===== config.mk =====
export PLATFORM = sky130hd
export DESIGN_NAME = copxfer_seq
export DESIGN_NICKNAME = d
export VERILOG_FILES = /design/src/rtl/cxs_pkg.sv /design/src/rtl/cxs_ctrl.sv /design/src/rtl/cxs_data.sv /design/src/rtl/copxfer_seq.sv
export SDC_FILE = /design/constraint.sdc
export NUM_CORES = 1
export LEC_CHECK = 0
export BUFFER_PORTS_ARGS = -buffer_cell sky130_fd_sc_hd__buf_2
export CAP_MARGIN = 15
export CORE_ASPECT_RATIO = 1.1
export CORE_MARGIN = 1
export CORE_UTILIZATION = 43
export CTS_CLUSTER_SIZE = 16
export DETAILED_ROUTE_END_ITERATION = 7
export PLACE_DENSITY = 0.76
export SYNTH_ARGS = -nofsm -noshare
export SYNTH_HDL_FRONTEND = slang
export SYNTH_SLANG_ARGS = --single-unit

===== constraint.sdc =====
create_clock -name clk -period 1.6 [get_ports clk]
set_input_delay 0.08 -clock clk [delete_from_list [all_inputs] [get_ports clk]]
set_output_delay 0.08 -clock clk [all_outputs]
set_load 0.02 [all_outputs]

===== src/rtl/cxs_pkg.sv =====
package cxs_pkg;

  typedef enum logic [2:0] {
    ST_IDLE,
    ST_A_STAT,
    ST_A_CMD,
    ST_B_STAT,
    ST_B_CMD
  } seqState_t;

  // strobes from control to datapath
  typedef struct packed {
    logic latchCtx;   // sample direction and operand address
    logic latchData;  // capture first-operation read data
    logic secondOp;   // second operation in progress
    logic active;     // any operation in progress
  } seqStrobe_t;

endpackage


===== src/rtl/cxs_ctrl.sv =====
module cxs_ctrl
  import cxs_pkg::*;
#(
  parameter int SYNC_STAGES = 2
) (
  input  logic       clk,
  input  logic       rstN,
  input  logic       xferReq,
  input  logic       busDone,
  output seqStrobe_t strb,
  output logic       busReq,
  output logic       xferAck
);

  localparam int SyncTop = SYNC_STAGES - 1;

  logic [SyncTop:0] syncQ;
  logic             reqSync;
  seqState_t        stateQ, stateD;

  always_ff @(posedge clk or negedge rstN) begin
    if (!rstN) syncQ <= '0;
    else       syncQ <= {syncQ[SyncTop-1:0], xferReq};
  end

  assign reqSync = syncQ[SyncTop];

  always_comb begin
    stateD = stateQ;
    unique case (stateQ)
      ST_IDLE:   if (reqSync) stateD = ST_A_STAT;
      ST_A_STAT: stateD = ST_A_CMD;
      ST_A_CMD:  if (busDone) stateD = ST_B_STAT;
      ST_B_STAT: stateD = ST_B_CMD;
      ST_B_CMD:  if (busDone) stateD = reqSync ? ST_A_STAT : ST_IDLE;
      default:   stateD = ST_IDLE;
    endcase
  end

  always_ff @(posedge clk or negedge rstN) begin
    if (!rstN) stateQ <= ST_IDLE;
    else       stateQ <= stateD;
  end

  always_comb begin
    strb.latchCtx  = (stateD == ST_A_STAT) && (stateQ != ST_A_STAT);
    strb.latchData = (stateQ == ST_A_CMD) && busDone;
    strb.secondOp  = (stateQ == ST_B_STAT) || (stateQ == ST_B_CMD);
    strb.active    = (stateQ != ST_IDLE);
  end

  assign busReq  = strb.active;
  assign xferAck = (stateQ == ST_A_STAT);

endmodule


===== src/rtl/cxs_data.sv =====
module cxs_data
  import cxs_pkg::*;
#(
  parameter int              ADDR_W   = 24,
  parameter int              DATA_W   = 16,
  parameter logic [ADDR_W-1:0] COP_PORT = 'h00FA
) (
  input  logic              clk,
  input  logic              rstN,
  input  seqStrobe_t        strb,
  input  logic              toCop,
  input  logic [ADDR_W-1:0] operandAddr,
  input  logic [DATA_W-1:0] busRdata,
  output logic [ADDR_W-1:0] busAddr,
  output logic              busWrite,
  output logic              busIsIo,
  output logic [DATA_W-1:0] busWdata
);

  logic              dirQ;
  logic [ADDR_W-1:0] addrQ;
  logic [DATA_W-1:0] dataQ;
  logic              memOp;

  always_ff @(posedge clk or negedge rstN) begin
    if (!rstN) begin
      dirQ  <= 1'b0;
      addrQ <= '0;
    end else if (strb.latchCtx) begin
      dirQ  <= toCop;
      addrQ <= operandAddr;
    end
  end

  always_ff @(posedge clk or negedge rstN) begin
    if (!rstN)               dataQ <= '0;
    else if (strb.latchData) dataQ <= busRdata;
  end

  // memory side first when moving toward the coprocessor, second otherwise
  assign memOp = dirQ ^ strb.secondOp;

  always_comb begin
    busWrite = strb.active & strb.secondOp;
    busIsIo  = strb.active & ~memOp;
    if (!strb.active) busAddr = '0;
    else if (memOp)   busAddr = addrQ;
    else              busAddr = COP_PORT;
  end

  assign busWdata = dataQ;

endmodule


===== src/rtl/copxfer_seq.sv =====
module copxfer_seq
  import cxs_pkg::*;
#(
  parameter int                ADDR_W      = 24,
  parameter int                DATA_W      = 16,
  parameter int                SYNC_STAGES = 2,
  parameter logic [ADDR_W-1:0] COP_PORT    = 'h00FA
) (
  input  logic              clk,
  input  logic              rstN,
  input  logic              xferReq,
  input  logic              toCop,
  input  logic [ADDR_W-1:0] operandAddr,
  input  logic              busDone,
  input  logic [DATA_W-1:0] busRdata,
  output logic              busReq,
  output logic              busWrite,
  output logic              busIsIo,
  output logic [ADDR_W-1:0] busAddr,
  output logic [DATA_W-1:0] busWdata,
  output logic              xferAck
);

  seqStrobe_t strb;

  cxs_ctrl #(.SYNC_STAGES(SYNC_STAGES)) ctrl_i (
    .clk     (clk),
    .rstN    (rstN),
    .xferReq (xferReq),
    .busDone (busDone),
    .strb    (strb),
    .busReq  (busReq),
    .xferAck (xferAck)
  );

  cxs_data #(.ADDR_W(ADDR_W), .DATA_W(DATA_W), .COP_PORT(COP_PORT)) data_i (
    .clk         (clk),
    .rstN        (rstN),
    .strb        (strb),
    .toCop       (toCop),
    .operandAddr (operandAddr),
    .busRdata    (busRdata),
    .busAddr     (busAddr),
    .busWrite    (busWrite),
    .busIsIo     (busIsIo),
    .busWdata    (busWdata)
  );

endmodule


==> key figures, run 1 <==
Status
  – Status: finished with violations
  – Failing checks: setup timing

Timing
  – Min cycle time layout: 1.795 ns
  – Period utilization: 112.2%
  – Peak Freq: 0.5571 GHz
  – Skew final: 0.005928 ns
  – Worst-Margin Slew: 0.3019 ns
  – RSZ-0062 raised after global routing: true
  – Relative slew slack: 79.87%
  – Final setup fails: 34
  – Setup ws final: -0.1949 ns
  – Max-slew violation count: 0
  – Hold Fails Final Rpt: 0

Pwr
  – Leakage Power: 1.585 nW
  – Power per cell area: 2557 nW/µm²
  – Max VDD drop: 1.124 mV

Flow run
  – Max cap viols: 0

Logic synthesis
  – Mapped cell area: 2137 µm²
  – Net Count, Synth: 194
  – Yosys reg bits: 46
  – Synthesized-area fraction occupied by and/or/nand/nor cells: 8.021%
  – Post-Synthesis Cells: 149
  – Largest family of logic cells by synthesized area: multiplexers
  – Synth Area in Compound Gates: 9.016%
  – Post-Synth Adder-Cell Area: 0%
  – Sequential-to-total area share from yosys stat: 53.86%
  – Area share of the largest cell type after synthesis: 53.86%
  – Largest area contributor in the netlist: dfrtp_1
  – Cell variety after synth: 30
  – Synthesis Warnings: 0
  – Syn_area_per_cell: 14.34 µm²
  – Proportion of synthesized area in mux cells: 24.30%
  – Synth top area cells: dfrtp_1 54%, mux2_2 17%, mux2_4 6.3%, a21boi_2 5.3%, a21boi_0 2.8%
  – Synth Area in XOR/XNOR: 0.7611%

Route
  – Vias/cell: 5.050
  – DRT iter0 DRCs: 76
  – Vias post-DR: 1621
  – Total Wirelength: 5100 µm
  – Post-DRT Antenna Nets: 0
  – WL met2: 2819 µm
  – Detailed-routing wirelength on met1: 2006 µm
  – WL/cell: 15.89 µm
  – Top Layer Used: met4
  – Remaining design rule violation count: 0
  – Met3 wire length: 213 µm
  – DR pass1 iterations: 4

Critical path
  – CP arrival: 1.71 ns
  – WS Path Type: flop to output pin
  – Critical path's slowest cell: dfrtp_2
  – Crit Path Max Fanout: 8
  – CP cell instances: and3b_2 > mux2i_4 > buf_6 > buf_16 > a21boi_2 > buf_4
  – Req. time, crit path: 1.52 ns
  – Worst reg2reg endpoint: data_i.busWdata[4]$_DFFE_PN0P_
  – Register-to-register path setup slack: -0.01 ns
  – FF-to-FF path depth: 5
  – CP Capture Type: output pin
  – Crit path launch type: flop
  – Max incr delay on CP: 0.52 ns
  – Reg2Reg Launch Point: ctrl_i.stateQ[0]$_DFF_PN0_

Placed design
  – Placed wire-length estimate: 3209 µm
  – IO buf count: 88
  – Post-Place Setup Slack: -0.01261 ns
  – Placed cell count: 297
  – Placer Congestion: 0.7297
  – Dpl cell area: 2719 µm²

Clock tree
  – Worst-Skew Late Latency: 0.29 ns
  – # clock sinks: 46
  – H-tree levels: 2
  – CTS tree: done
  – CTS Buffer Depth: 2
  – CTS buffer count: 5
  – CTS Root Buffer Type: clkbuf_8
  – Clock transition at path regs: 0.08 ns

Cells and area
  – FILL cells: 332
  – Fin util: 68.70%
  – FF/Latch Area: 1156 µm²
  – Area growth syn-to-layout: 51.64%
  – Diode count: 0
  – NumNets Final: 311
  – Fin area: 3241 µm²
  – Multi-input gate area: 1056 µm²
  – Share of cells above drive strength 1: 74.34%
  – Final instance count without filler cells: 321

Die
  – Initial Util: 45.31%
  – Die ar.: 5256 µm²
  – Die span in y: 75.94 µm
  – Core Region: 4717 µm²
  – Row count: 26
  – Die X-Extent: 69.22 µm
  – I/O pins: 89

Global routing
  – Vias in the first global route: 1690
  – First-pass GRT wire length: 8183 µm
  – Gr usage total: 19.58%
  – Largest net degree at the start of global routing: 24
  – GR Overflow Total: 0
  – Initial antenna violation count: 0

Min path
  – Hold Startpoint: operandAddr[23]
  – Hold Path Class: input pin to flop
  – Hold Path Stages: 2
  – Hold Path End: data_i.addrQ[23]$_DFFE_PN0P_
[final cells by class]
| type | instances | area share, % |
|---|---|---|
| clock buffers | 6 | 2.548 |
| multi-input cells | 95 | 32.59 |
| flip-flops and latches | 46 | 35.68 |
| well taps | 56 | 2.162 |
| repair buffers | 118 | 27.03 |
[critical path: cells and delay by family (launching register included)]
kind | cells | cell delay, ns
AO/OA/AOI/OAI | 1 | 0.12
flip-flops | 1 | 0.52
multiplexers | 1 | 0.09
AND/OR/NAND/NOR | 1 | 0.28
buffers and inverters | 3 | 0.42
[worst max-delay path by stage]
| stage | start | to |
|---|---|---|
| 3_3_place_gp | ctrl_i.stateQ[1]$_DFF_PN0_ | data_i.busWdata[5]$_DFFE_PN0P_ |
| 2_1_floorplan | ctrl_i.stateQ[2]$_DFF_PN0_ | data_i.busWdata[10]$_DFFE_PN0P_ |
| 3_5_place_dp | ctrl_i.stateQ[1]$_DFF_PN0_ | data_i.busWdata[1]$_DFFE_PN0P_ |
| 4_1_cts | ctrl_i.stateQ[1]$_DFF_PN0_ | busAddr[13] |
| 6_report | ctrl_i.stateQ[1]$_DFF_PN0_ | busAddr[15] |
| 5_1_grt | ctrl_i.stateQ[1]$_DFF_PN0_ | busAddr[13] |
[per-layer routing]
layer / vias up / GRT usage (%)
met5: - / 0
li1: 758 / -
met1: 798 / 23.10
met2: 60 / 35.83
met3: 5 / 4.388
met4: 0 / 4.490
[cells in the final DEF (no fill, tap or decap), types with 2 or more instances in the layout]
cell type / n
buf_2: 68
dfrtp_1: 42
buf_4: 27
mux2_2: 25
mux2_4: 16
buf_6: 14
a21boi_2: 11
nand2_1: 8
nand3_2: 6
clkbuf_8: 6
a21boi_1: 5
dfrtp_2: 4
buf_12: 3
mux2i_4: 2
nand2b_1: 2
a21boi_0: 2
buf_16: 2
dlygate4sd3_1: 2
[timing repair]
action                                 in CTS  in global routing
setup endpoints to repair                  33                 42
gates resized for setup                    41                 32
cloned                                      3                  2
pin swaps                                   4                  5
hold buffers                                2                  0
setup buffers                               9                  2
endpoints found under the hold margin      47                  0
[cell usage after synthesis]
library cell / n
mux2i_1: 1
clkbuf_1: 1
a21boi_2: 10
nand3b_1: 1
dfrtp_1: 46
and3b_1: 2
buf_4: 3
buf_12: 1
nor4bb_1: 1
nand2b_1: 2
and2_1: 1
a21boi_0: 8
mux2i_2: 1
or3_1: 1
nor3_1: 1
nor2b_1: 1
nand2_1: 9
nand3_1: 6
buf_2: 2
nor2_4: 1
mux2_2: 32
clkbuf_4: 1
o21ai_0: 1
a31oi_1: 1
o21ai_2: 1
xor2_2: 1
buf_6: 2
nor3b_1: 1
nand3_4: 1
mux2_4: 9
[flip-flops by register name, summed over array words and instances (netlist names)]
signal and count:
data_i.dirQ 1, data_i.busWdata 16, ctrl_i.syncQ 2, ctrl_i.stateQ 3, data_i.addrQ 24
[report_power, final]
| group | total (mW) | internal [mW] | switching, mW |
|---|---|---|---|
| logic | 5.45 | 2.88 | 2.57 |
| registers | 2.15 | 1.75 | 0.403 |
| clock network | 0.687 | 0.333 | 0.354 |
| total | 8.29 | 4.96 | 3.32 |
[stage by stage]
| stage | hold WS [ns] | setup TNS, ns | power, mW |
|---|---|---|---|
| floorplan | -0.2156 | 0 | 4.814 |
| global placement | -0.07173 | 0 | 6.017 |
| detailed placement | -0.06824 | -0.06257 | 6.118 |
| CTS | 0.0003437 | -3.764 | 7.868 |
| global route | 0.005898 | -6.636 | 8.724 |
| finish | 0.01109 | -4.354 | 8.286 |
[cell families (layout without fill, tap and decap cells)]
family,Yosys count,count (layout)
muxes,43,44
xor gates and xnor gates,1,1
and+or+nand+nor,28,28
AOI/OAI and AO/OA,21,22
buffers and inverters,10,124
DFF,46,46
No activity file was read; power rests on OpenSTA's default activity.
==> run 2: changes to the inputs <==
--- a/config.mk
+++ b/config.mk
@@ -9,10 +9,10 @@
 export CAP_MARGIN = 15
 export CORE_ASPECT_RATIO = 1.1
 export CORE_MARGIN = 1
-export CORE_UTILIZATION = 43
+export CORE_UTILIZATION = 51
 export CTS_CLUSTER_SIZE = 16
 export DETAILED_ROUTE_END_ITERATION = 7
-export PLACE_DENSITY = 0.76
+export PLACE_DENSITY = 0.84
 export SYNTH_ARGS = -nofsm -noshare
 export SYNTH_HDL_FRONTEND = slang
 export SYNTH_SLANG_ARGS = --single-unit
==> constraint.sdc (replaced) <==
create_clock -name clk -period 2.1 [get_ports clk]
set_input_delay 0.105 -clock clk [delete_from_list [all_inputs] [get_ports clk]]
set_output_delay 0.105 -clock clk [all_outputs]
set_load 0.02 [all_outputs]
==> run 2 against run 1 <==
  * Register-to-register slack better by 0.38 ns
  * Count of clock-buffer cells in the layout is 1 higher
  * Cell count is 8.7% lower
  * Sequential power is 25% lower
  * Largest power group unchanged
  * Critical path type unchanged
  * Worst setup slack better by 0.33 ns
  * The flow now finishes without violations
  * Highest routed layer unchanged
  * First-iteration DRC count is 58% lower
  * Routed wire length is 23% lower
==> key figures, run 2 (synthesized netlist as in run 1, its figures left out) <==
Route
  – Post-DRT Antenna Nets: 0
  – WL/cell: 13.46 µm
  – Vias/cell: 5.072
  – DR pass1 iterations: 4
  – Vias post-DR: 1486
  – Total Wirelength: 3944 µm
  – Remaining design rule violation count: 0
  – DRT iter0 DRCs: 32

Cells and area
  – Largest Register: data_i.addrQ
  – Diode count: 0
  – Area growth syn-to-layout: 27.52%
  – Commonest non-fill, non-tap cell in the layout: buf_2
  – Final instance count without filler cells: 293
  – Fin area: 2725 µm²
  – Commonest non-fill, non-tap cells in the layout: 88 x buf_2, 46 x dfrtp_1, 32 x mux2_2, 10 x a21boi_2
  – Max reg flops: 24
  – NumNets Final: 285
  – Share of cells above drive strength 1: 64.73%

Global routing
  – Vias in the first global route: 1516
  – Gr usage total: 19.13%
  – First-pass GRT wire length: 6499 µm
  – Initial antenna violation count: 0
  – Largest net degree at the start of global routing: 47
  – GR Overflow Total: 0

Timing
  – Max-slew violation count: 0
  – Final setup fails: 0
  – Hold Fails Final Rpt: 0
  – Period utilization: 93.63%
  – Worst-Margin Slew: 0.5551 ns
  – Peak Freq: 0.5086 GHz
  – RSZ-0062 raised after global routing: false
  – Relative slew slack: 62.82%
  – Setup ws final: 0.1337 ns
  – Skew final: 0.003531 ns
  – Setup TNS: 0 ns
  – Min cycle time layout: 1.966 ns

Critical path
  – Critical path's slowest cell: dfrtp_1
  – FF-to-FF path depth: 3
  – CP top delay family: flip-flops
  – Register-to-register path setup slack: 0.37 ns
  – Req. time, crit path: 2.00 ns
  – WS Path Type: flop to output pin
  – Crit Path Max Fanout: 10
  – CP Capture Type: output pin
  – Max incr delay on CP: 0.51 ns
  – Crit path launch type: flop
  – Crit path launch: ctrl_i.stateQ[1]$_DFF_PN0_
  – CP arrival: 1.86 ns
  – CP bufs+invs: 2
  – Worst reg2reg endpoint: data_i.busWdata[6]$_DFFE_PN0P_
  – Reg2Reg Launch Point: ctrl_i.stateQ[1]$_DFF_PN0_
  – CP cell instances: and2_1 > o21ai_2 > buf_4 > a21boi_2 > buf_2

Clock tree
  – CTS buffer count: 5
  – Worst-Skew Late Latency: 0.29 ns
  – Total setup buffers inserted after CTS: 0
  – H-tree levels: 2
  – # hold bufs at CTS: 2
  – CTS Buffer Depth: 2
  – CTS tree: done
  – Cts repair resizes: 0
  – # clock sinks: 46
  – CTS Root Buffer Type: clkbuf_8
  – Clock transition at path regs: 0.08 ns

Min path
  – Hold Path End: ctrl_i.stateQ[2]$_DFF_PN0_
  – Hold Path Class: input pin to flop
  – Hold Startpoint: busDone
  – Hold Path Stages: 2

Die
  – Initial Util: 53.51%
  – Die ar.: 4453 µm²
  – I/O pins: 89
  – Die span in y: 69.89 µm
  – Die X-Extent: 63.72 µm
  – Core Region: 3994 µm²
  – Row count: 24

Placed design
  – Placed cell count: 283
  – Dpl cell area: 2614 µm²
  – Placer Congestion: 0.7368
  – Placed wire-length estimate: 2885 µm
  – Post-Place Setup Slack: 0.3789 ns
  – IO buf count: 88

Flow run
  – Max cap viols: 0

Status
  – Status: finished clean

Pwr
  – Power per cell area: 1806 nW/µm²
  – Leakage Power: 1.354 nW
  – Max VDD drop: 0.8457 mV
==> run 2: changes by cell type in the layout (fill, tap and decap cells not counted), moves of 4 or more <==
cell      delta
buf_4       -24
a21boi_1     -5
mux2_4       -7
nand3_1      +6
dfrtp_1      +4
nand3_2      -6
a21boi_0     +6
mux2_2       +7
buf_6       -14
buf_2       +20
dfrtp_2      -4
==> run 2: how the worst max path moves through the flow <==
stage / endpoint / slack, ns / cells past startpoint
3_5_place_dp: data_i.busWdata[6]$_DFFE_PN0P_ / 0.38 / 3
3_3_place_gp: data_i.busWdata[0]$_DFFE_PN0P_ / 0.44 / 3
4_1_cts: busAddr[14] / 0.1 / 5
6_report: busAddr[14] / 0.13 / 5
5_1_grt: busAddr[1] / 0.002 / 4
2_1_floorplan: data_i.busWdata[10]$_DFFE_PN0P_ / 0.58 / 5
==> run 2: layout make-up <==
| type | count | area, µm² |
|---|---|---|
| clock buffer | 7 | 86.33 |
| clock inverter | 1 | 5.005 |
| sequential | 46 | 1151 |
| tap | 52 | 65.06 |
| multi-input combinational | 93 | 914.6 |
| fill | 319 | 1269 |
| timing repair buffer | 94 | 503.0 |
==> run 2: per-stage QoR <==
stage,power (mW),hold slack (ns),util [%]
floorplan,3.668,-0.1906,-
global placement,4.352,0.1015,65.44
detailed placement,4.426,0.1055,65.44
CTS,4.975,0.01605,68.23
global route,5.229,0.02139,68.23
finish,4.921,0.02478,68.23
==> run 2: layer usage <==
layer	part of all wire (%)	global-route usage [%]	vias up
li1	-	-	703
met1	40	21.22	729
met2	54	35.34	47
met3	4.2	4.902	7
met4	1.3	5.556	0
met5	0	0	-
==> run 2: power breakdown <==
part	switching (mW)	internal (mW)	total (mW)
Combinational	1.53	1.23	2.76
Clock	0.273	0.265	0.539
Sequential	0.299	1.32	1.62
